[config.mk]
export PLATFORM = sky130hd
export DESIGN_NAME = lbl_filter_top
export DESIGN_NICKNAME = d
export VERILOG_FILES = /design/src/rtl/lbl_filt_pkg.sv /design/src/rtl/lbl_store.sv /design/src/rtl/word_gate.sv /design/src/rtl/lbl_filter_top.sv
export SDC_FILE = /design/constraint.sdc
export NUM_CORES = 1
export LEC_CHECK = 0
export CAP_MARGIN = 5
export CORE_ASPECT_RATIO = 0.5
export CORE_MARGIN = 5
export CORE_UTILIZATION = 55
export DETAILED_ROUTE_END_ITERATION = 8
export PLACE_DENSITY = 0.77
export RECOVER_POWER = 50
export SLEW_MARGIN = 20
export SYNTH_ARGS = -nofsm -noshare
export SYNTH_HDL_FRONTEND = slang
export SYNTH_SLANG_ARGS = --single-unit
[constraint.sdc]
create_clock -name clk -period 5.89 [get_ports clk]
set_clock_uncertainty 0.15 [all_clocks]
set_input_delay 0.8835 -clock clk [delete_from_list [all_inputs] [get_ports clk]]
set_output_delay 0.8835 -clock clk [all_outputs]
set_load 0.05 [all_outputs]
[src/rtl/lbl_filt_pkg.sv]
package lbl_filt_pkg;

    localparam int ARINC_LBL_W  = 8;
    localparam int ARINC_WORD_W = 32;

    // Bits 9/10 of the ARINC word sit at word positions 8 and 9
    localparam int SDI_LO = 8;
    localparam int SDI_HI = 9;

    function automatic logic sdi_pass(input logic en, input logic [1:0] bits,
                                      input logic b9, input logic b10);
        return !en || (bits == {b10, b9});
    endfunction

endpackage

[src/rtl/lbl_store.sv]
module lbl_store #(
    parameter int N_LBL = 16,
    parameter int LBL_W = 8
) (
    input  logic             clk,
    input  logic             rst_n,
    input  logic             prog,
    input  logic             prog_rise,
    input  logic             host_wr,
    input  logic [LBL_W-1:0] host_wdata,
    input  logic             host_rd,
    input  logic [LBL_W-1:0] cmp_lbl,
    output logic             hit,
    output logic [LBL_W-1:0] host_rdata,
    output logic             host_rvld
);
    localparam int CW = $clog2(N_LBL + 1);
    localparam int IW = (N_LBL > 1) ? $clog2(N_LBL) : 1;

    typedef struct packed {
        logic [N_LBL-1:0][LBL_W-1:0] mem;
        logic [CW-1:0]               wr_cnt;
        logic [CW-1:0]               rd_cnt;
        logic [LBL_W-1:0]            rdata;
        logic                        rvld;
    } st_t;

    st_t s_d, s_q;
    logic [CW-1:0]    wr_base, rd_base;
    logic [N_LBL-1:0] eq_vec;

    // One comparator per stored label
    for (genvar g = 0; g < N_LBL; g++) begin : g_cmp
        assign eq_vec[g] = (s_q.mem[g] == cmp_lbl);
    end
    assign hit = |eq_vec;

    always_comb begin
        s_d      = s_q;
        s_d.rvld = 1'b0;
        wr_base  = prog_rise ? '0 : s_q.wr_cnt;
        rd_base  = prog_rise ? '0 : s_q.rd_cnt;
        s_d.wr_cnt = wr_base;
        s_d.rd_cnt = rd_base;
        if (prog && host_wr && (wr_base < CW'(N_LBL))) begin
            s_d.mem[wr_base[IW-1:0]] = host_wdata;
            s_d.wr_cnt = wr_base + CW'(1);
        end
        if (prog && host_rd && (rd_base < CW'(N_LBL))) begin
            s_d.rdata  = s_q.mem[rd_base[IW-1:0]];
            s_d.rvld   = 1'b1;
            s_d.rd_cnt = rd_base + CW'(1);
        end
    end

    always_ff @(posedge clk or negedge rst_n) begin
        if (!rst_n) begin
            s_q.mem    <= '0;
            s_q.wr_cnt <= CW'(N_LBL);
            s_q.rd_cnt <= CW'(N_LBL);
            s_q.rdata  <= '0;
            s_q.rvld   <= 1'b0;
        end else begin
            s_q <= s_d;
        end
    end

    assign host_rdata = s_q.rdata;
    assign host_rvld  = s_q.rvld;


    rd_vld_src_chk: assert property (@(posedge clk) disable iff (!rst_n)
        host_rvld |-> ($past(host_rd) && $past(prog)));


    cnt_bound_chk: assert property (@(posedge clk) disable iff (!rst_n)
        (s_q.wr_cnt <= CW'(N_LBL)) && (s_q.rd_cnt <= CW'(N_LBL)));

endmodule

[src/rtl/word_gate.sv]
module word_gate
    import lbl_filt_pkg::*;
#(
    parameter int WORD_W = ARINC_WORD_W
) (
    input  logic              word_vld,
    input  logic [WORD_W-1:0] word_data,
    input  logic              prog,
    input  logic              lbl_en,
    input  logic              dec_en,
    input  logic              b9,
    input  logic              b10,
    input  logic              hit,
    output logic              load
);
    logic lbl_ok, sdi_ok;

    always_comb begin
        lbl_ok = !lbl_en || hit;
        sdi_ok = sdi_pass(dec_en, word_data[SDI_HI:SDI_LO], b9, b10);
        load   = word_vld && !prog && lbl_ok && sdi_ok;
    end

endmodule

[src/rtl/lbl_filter_top.sv]
module lbl_filter_top
    import lbl_filt_pkg::*;
#(
    parameter int N_LBL  = 16,
    parameter int LBL_W  = ARINC_LBL_W,
    parameter int WORD_W = ARINC_WORD_W
) (
    input  logic              clk,
    input  logic              rst_n,
    input  logic              word_vld,
    input  logic [WORD_W-1:0] word_data,
    input  logic              cfg_prog,
    input  logic              cfg_lbl_en,
    input  logic              cfg_dec_en,
    input  logic              cfg_b9,
    input  logic              cfg_b10,
    input  logic              host_wr,
    input  logic [LBL_W-1:0]  host_wdata,
    input  logic              host_rd,
    output logic [LBL_W-1:0]  host_rdata,
    output logic              host_rvld,
    output logic              fifo_wr,
    output logic [WORD_W-1:0] fifo_word
);
    typedef struct packed {
        logic              prog;
        logic              wr;
        logic [WORD_W-1:0] word;
    } top_st_t;

    top_st_t t_d, t_q;
    logic    prog_rise, hit, load;

    assign prog_rise = cfg_prog && !t_q.prog;

    lbl_store #(.N_LBL(N_LBL), .LBL_W(LBL_W)) u_store (
        .clk        (clk),
        .rst_n      (rst_n),
        .prog       (cfg_prog),
        .prog_rise  (prog_rise),
        .host_wr    (host_wr),
        .host_wdata (host_wdata),
        .host_rd    (host_rd),
        .cmp_lbl    (word_data[LBL_W-1:0]),
        .hit        (hit),
        .host_rdata (host_rdata),
        .host_rvld  (host_rvld)
    );

    word_gate #(.WORD_W(WORD_W)) u_gate (
        .word_vld  (word_vld),
        .word_data (word_data),
        .prog      (cfg_prog),
        .lbl_en    (cfg_lbl_en),
        .dec_en    (cfg_dec_en),
        .b9        (cfg_b9),
        .b10       (cfg_b10),
        .hit       (hit),
        .load      (load)
    );

    always_comb begin
        t_d      = t_q;
        t_d.prog = cfg_prog;
        t_d.wr   = load;
        if (load) t_d.word = word_data;
    end

    always_ff @(posedge clk or negedge rst_n) begin
        if (!rst_n) t_q <= '0;
        else        t_q <= t_d;
    end

    assign fifo_wr   = t_q.wr;
    assign fifo_word = t_q.word;


    no_load_in_prog_chk: assert property (@(posedge clk) disable iff (!rst_n)
        fifo_wr |-> ($past(word_vld) && !$past(cfg_prog)));


    sdi_match_chk: assert property (@(posedge clk) disable iff (!rst_n)
        (fifo_wr && $past(cfg_dec_en)) |->
            (fifo_word[SDI_HI:SDI_LO] == {$past(cfg_b10), $past(cfg_b9)}));


    lbl_hit_chk: assert property (@(posedge clk) disable iff (!rst_n)
        (fifo_wr && $past(cfg_lbl_en)) |-> $past(hit));


    word_copy_chk: assert property (@(posedge clk) disable iff (!rst_n)
        fifo_wr |-> (fifo_word == $past(word_data)));

endmodule

Yosys cells after proc, flatten, opt, wreduce, memory -nomap -nowiden
Cells that the tools add are included.
{"block": "word_totals", "reg_bits": 181, "inputBits": 50, "output_inout_bits": 42, "word_cells": 72}
{"block": "op_classes", "n_addsub": 2, "magnitude_cmp": 5, "eq_ne": 17, "n_mux": 9, "reduce_logical": 16}
{"cell": "$bwmux 128", "count": 1}
{"cell": "$eq 8x8->1", "count": 16}
{"cell": "$bmux 8 s4", "count": 1}
{"cell": "$demux 8 s4", "count": 1}
{"cell": "$mux 8", "count": 2}
{"cell": "$reduce_or 16->1", "count": 1}
{"cell": "$mux 5", "count": 3}
{"cell": "$mux 14", "count": 1}
{"cell": "$add 5x1->5 const B", "count": 2}
{"cell": "$lt 4x5->1 const B", "count": 2}
{"cell": "$lt 5x5->1 const B", "count": 2}
{"cell": "$logic_and 1x1->1", "count": 9}
{"cell": "$ge 4x1->1 const B", "count": 1}
{"cell": "$logic_not 1->1", "count": 4}
{"cell": "$eq 2x2->1", "count": 1}
{"cell": "$logic_or 1x1->1", "count": 2}

Depth between registers and ports, before layout
{"block": "logic_depth", "ltp_word": 8, "mapped_depth": 10}

Modules after synthesis
From an unflattened synthesis, not the netlist that was laid out.
{"block": "hier_totals", "hier_cells": 852, "area_unflattened_um2": 10223.6}
{"mod": "lbl_store", "n_inst": 1, "cells_each": 744, "area_each_um2": 8543.2, "seq_area_each_um2": 3681.0}
{"mod": "lbl_filter_top", "n_inst": 1, "cells_each": 103, "area_each_um2": 1641.6, "seq_area_each_um2": 850.8}
{"mod": "word_gate", "n_inst": 1, "cells_each": 5, "area_each_um2": 38.8, "seq_area_each_um2": 0.0}

Least setup slack after synthesis
Ideal clock, no wire load.
{"block": "synth_path", "path_kind": "input-to-reg", "start": "input port word_data[5]", "end": "register t_q (netlist bit fifo_word[10])", "setup_time_ns": 0.125, "arrival_time_ns": 2.553, "required_ns": 5.615, "setup_slack_ns": 3.062, "path_stages": 10, "path_buffers": 3, "path_cell_list": "buf_6 buf_8 xor2_1 nor4_1 nand2_1 o2111ai_1 nor4_2 a31oi_4 buf_6 mux2_4"}
{"block": "synth_between", "elab_chain_len": 5, "elab_cells_between_ends": 20, "classes_between": "eq/ne: 16; reduce/logical: 4"}
{"item": "from (decl)", "line": "lbl_filter_top.sv:11", "source": "input logic [WORD_W-1:0] word_data,"}
{"item": "$eq 8x8->1", "line": "lbl_store.sv:34", "source": "assign eq_vec[g] = (s_q.mem[g] == cmp_lbl);"}
{"item": "$reduce_or 16->1 *", "line": "lbl_store.sv:36", "source": "assign hit = |eq_vec;"}
{"item": "$logic_or 1x1->1 *", "line": "word_gate.sv:19", "source": "lbl_ok = !lbl_en || hit;"}
{"item": "$logic_and 1x1->1 * (2 in series)", "line": "word_gate.sv:21", "source": "load = word_vld && !prog && lbl_ok && sdi_ok;"}
{"item": "to (signal assigned)", "line": "lbl_filter_top.sv:71", "source": "else t_q <= t_d;"}
{"item": "to (decl)", "line": "lbl_filter_top.sv:31", "source": "top_st_t t_d, t_q;"}
Mark *: on every way between the ends. The rest lies on a longest branch, timed or not.
A chain may end at the register's enable or synchronous reset.

Final worst setup path
{"block": "layout_path", "start": "input port cfg_prog", "end": "register u_store.s_q (netlist bit u_store.host_rdata[1])"}
{"block": "layout_between", "elab_chain_len": 4, "elab_cells_between_ends": 7, "classes_between": "order compare: 1; mux: 3; reduce/logical: 3"}
{"item": "from (decl)", "line": "lbl_filter_top.sv:12", "source": "input logic cfg_prog,"}
{"item": "$logic_and 1x1->1", "line": "lbl_filter_top.sv:34", "source": "assign prog_rise = cfg_prog && !t_q.prog;"}
{"item": "$mux 5", "line": "lbl_store.sv:42", "source": "rd_base = prog_rise ? '0 : s_q.rd_cnt;"}
{"item": "$bmux 8 s4 / $lt 5x5->1 (equally long branches)", "line": "lbl_store.sv:50, lbl_store.sv:49"}
{"item": "$mux 8 (not written as such) / $logic_and 1x1->1 (equally long branches)", "line": "lbl_store.sv:50, lbl_store.sv:49"}
{"item": "to (decl)", "line": "lbl_store.sv:28", "source": "st_t s_d, s_q;"}
Several ways; a longest one is shown, not always the timed one. The select of a mux whose other input is x is not followed.

==> flow_summary.json <==
{
  "clk_latency_ns": 0.44,
  "fmax_mhz": 237,
  "ys_ff_latch": 181,
  "cts-root-buf": "clkbuf_16",
  "hold_ws_ns": 0.301,
  "worst_slew_pin_slew_ns": 1.77,
  "path_clk_slew_ns": 0.07,
  "finalSetupViolations": 0,
  "synthDominantCellAreaShare_pct": 44.5,
  "antenna_found_initial": 0,
  "final_core_util_pct": 62.5,
  "hpwlAfterDp_mm": 18.2,
  "worstPathRequired_ns": 6.09,
  "num_rows": 35,
  "grt_usage_pct": 25.4,
  "fin_setup_tns_ns": 0,
  "avgViaCountPerCell": 6.03,
  "syn_to_final_growth_pct": 12.7,
  "ant_nets": 0,
  "hp-class": "in2async",
  "synth-main-ff-cell": "dfrtp_1",
  "dr.first_iter.drc_count": 749,
  "mostFrequentLayoutCell": "dfrtp_1",
  "n_antenna_cell": 0,
  "top_layer_used": "met4",
  "die-area_sq_um": 21300,
  "holdBufCountCts": 0,
  "htreeDepth": 4,
  "postCtsSetupRepairBufs": 0,
  "drive_above_1_share_pct": 23.7,
  "yosys.area.top_type": "dfrtp_1",
  "p_leak_uw": 0.00504,
  "num_io_pins": 92,
  "gp_congestion": 0.933,
  "cts_buffers": 17,
  "clock_path_buffers": 2,
  "slew_violations": 34,
  "routedWlPerCell_um": 22.7,
  "ys_seq_area_share_pct": 45.0,
  "drt-total-wl_mm": 26.4,
  "outcome": "finished, violations left",
  "initial_utilization_pct": 55.4,
  "violations": "capacitance limit, slew limit",
  "path_class": "in2reg",
  "timing.final.crit_share_pct": 71.7,
  "synthDistinctLibCells": 40,
  "yosys_warnings": 0,
  "netlist_instances": 877,
  "syn_area_sq_um": 10100,
  "met1_length_mm": 11.9,
  "critPathMaxFanout": 33,
  "drc_errors": 0,
  "end_kind": "flop",
  "tritoncts": "built",
  "syn_nets": 932,
  "wl_met2_mm": 11.9,
  "die-height_um": 106,
  "cts.sinks": 181,
  "die_x_um": 201,
  "dr.pass1.iters": 5,
  "worstSetupStartpointType": "primary input",
  "hold_violations": 0,
  "cts.repair.resized": 0,
  "route.met3.wl_mm": 1.93,
  "syn_avg_cell_area_sq_um": 11.5,
  "period_minus_slack_ns": 4.22,
  "irDropWorstVdd_v": 0.000188,
  "core_area_sq_um": 18200,
  "overflow": 0,
  "portBuffers": 91,
  "nFillCells": 1375,
  "slew_headroom_pct": -17.7,
  "grt_max_degree": 80,
  "vias": 7012,
  "layout_common_cells": "dfrtp_1, mux2_2, nand2_1, xor2_1, clkdlybuf4s50_1",
  "arrival_ns": 4.42,
  "grt_pass1_wl_mm": 42.1,
  "async_flop_share_pct": 100,
  "powerDensity_nw_per_um2": 367,
  "grt_pass1_vias": 7208,
  "rsz0062_at_grt": "no",
  "yosys-top-cells-area": "dfrtp_1, mux2_2, xor2_1",
  "synth_edf_count": 0,
  "final_nets": 965,
  "maxCapViolCount": 2
}
-- registers in the layout (all words and copies together) (netlist names) --
signal	cells
u_store.host_rvld	1
u_store.host_rdata	8
fifo_word	32
t_q	1
u_store.s_q	138
fifo_wr	1
-- critical path, cell delays in order --
cell	delay (ns)
dlygate4sd3_1	0.66
nand2b_1	0.30
nand2_1	0.18
clkbuf_1	1.29
nand2_1	0.12
a311oi_1	0.52
a211oi_1	0.16
o31ai_1	0.28
-- synth_stat cells (5+ instances only) --
master and count:
a211oi_1 48, a311oi_1 16, a31oi_1 16, buf_4 40
buf_6 15, clkbuf_1 30, dfrtp_1 179, ha_1 5
mux2_2 131, mux2_4 29, nand2_1 98, nand3_1 6
nand4_1 12, nor2_1 12, nor2b_1 33, nor4_1 22
o31ai_1 8, xnor2_1 43, xor2_1 93
-- cells by family after synthesis --
kind of cell	after synthesis	synth area share, %
AO/OA/AOI/OAI	101	7.49
XOR/XNOR	136	11.8
adder cells (fa/ha/maj)	5	0.621
buffers and inverters	100	6.82
flip-flops	181	45.0
multiplexers	160	19.0
AND/OR/NAND/NOR	194	9.31
-- routing by layer --
layer	vias to the layer above	GRT usage [%]
li1	3105	-
met1	3528	36.1
met2	320	38.8
met3	59	5.75
met4	0	8.24
met5	-	0
-- final cells by class --
| type | instances | area (sq um) | share of cell area, % |
|---|---|---|---|
| Clock inverter | 15 | 164 | 1.44 |
| Inverter | 5 | 18.8 | 0.165 |
| Clock buffer | 17 | 425 | 3.75 |
| Multi-Input combinational cell | 596 | 4860 | 42.8 |
| Tap cell | 240 | 300 | 2.64 |
| Timing Repair Buffer | 109 | 1060 | 9.30 |
| Sequential cell | 181 | 4530 | 39.9 |
-- path summary, 6_finish.rpt --
| kind | startpoint | endpoint | slack [ns] | depth (start not counted) |
|---|---|---|---|---|
| max in group asynchronous | rst_n | fifo_word[26]$_DFFE_PN0P_ | 3.40 | 2 |
| setup / recovery | cfg_prog | u_store.host_rdata[1]$_DFFE_PN0P_ | 1.67 | 8 |
| setup reg to reg | t_q[33]$_DFF_PN0_ | u_store.host_rdata[1]$_DFFE_PN0P_ | 2.31 | 7 |
| hold / removal | rst_n | u_store.s_q[19]$_DFFE_PN0P_ | 0.30 | 1 |
| min in group clk | u_store.host_rdata[6]$_DFFE_PN0P_ | u_store.host_rdata[6]$_DFFE_PN0P_ | 0.32 | 2 |
| hold reg to reg | u_store.host_rdata[6]$_DFFE_PN0P_ | u_store.host_rdata[6]$_DFFE_PN0P_ | 0.32 | 2 |
-- per-stage QoR --
step                setup WS (ns)  cells  cell area, sq um  power, uW
finish                       1.67   1163             11400       4170
global route                 1.40   1163             11400       4350
CTS                          1.76   1162             11300       4190
detailed placement           1.32   1130             10800       3040
global placement             1.32   1130             10800       3020
floorplan                    3.06    877             10100       2720
-- power by group --
group | leakage [uW] | switching [uW] | internal [uW]
Clock | 0.000291 | 545 | 603
Sequential | 0.00238 | 196 | 1470
Combinational | 0.00237 | 807 | 545
Total | 0.00504 | 1550 | 2620
No activity file was read; power rests on OpenSTA's default activity.
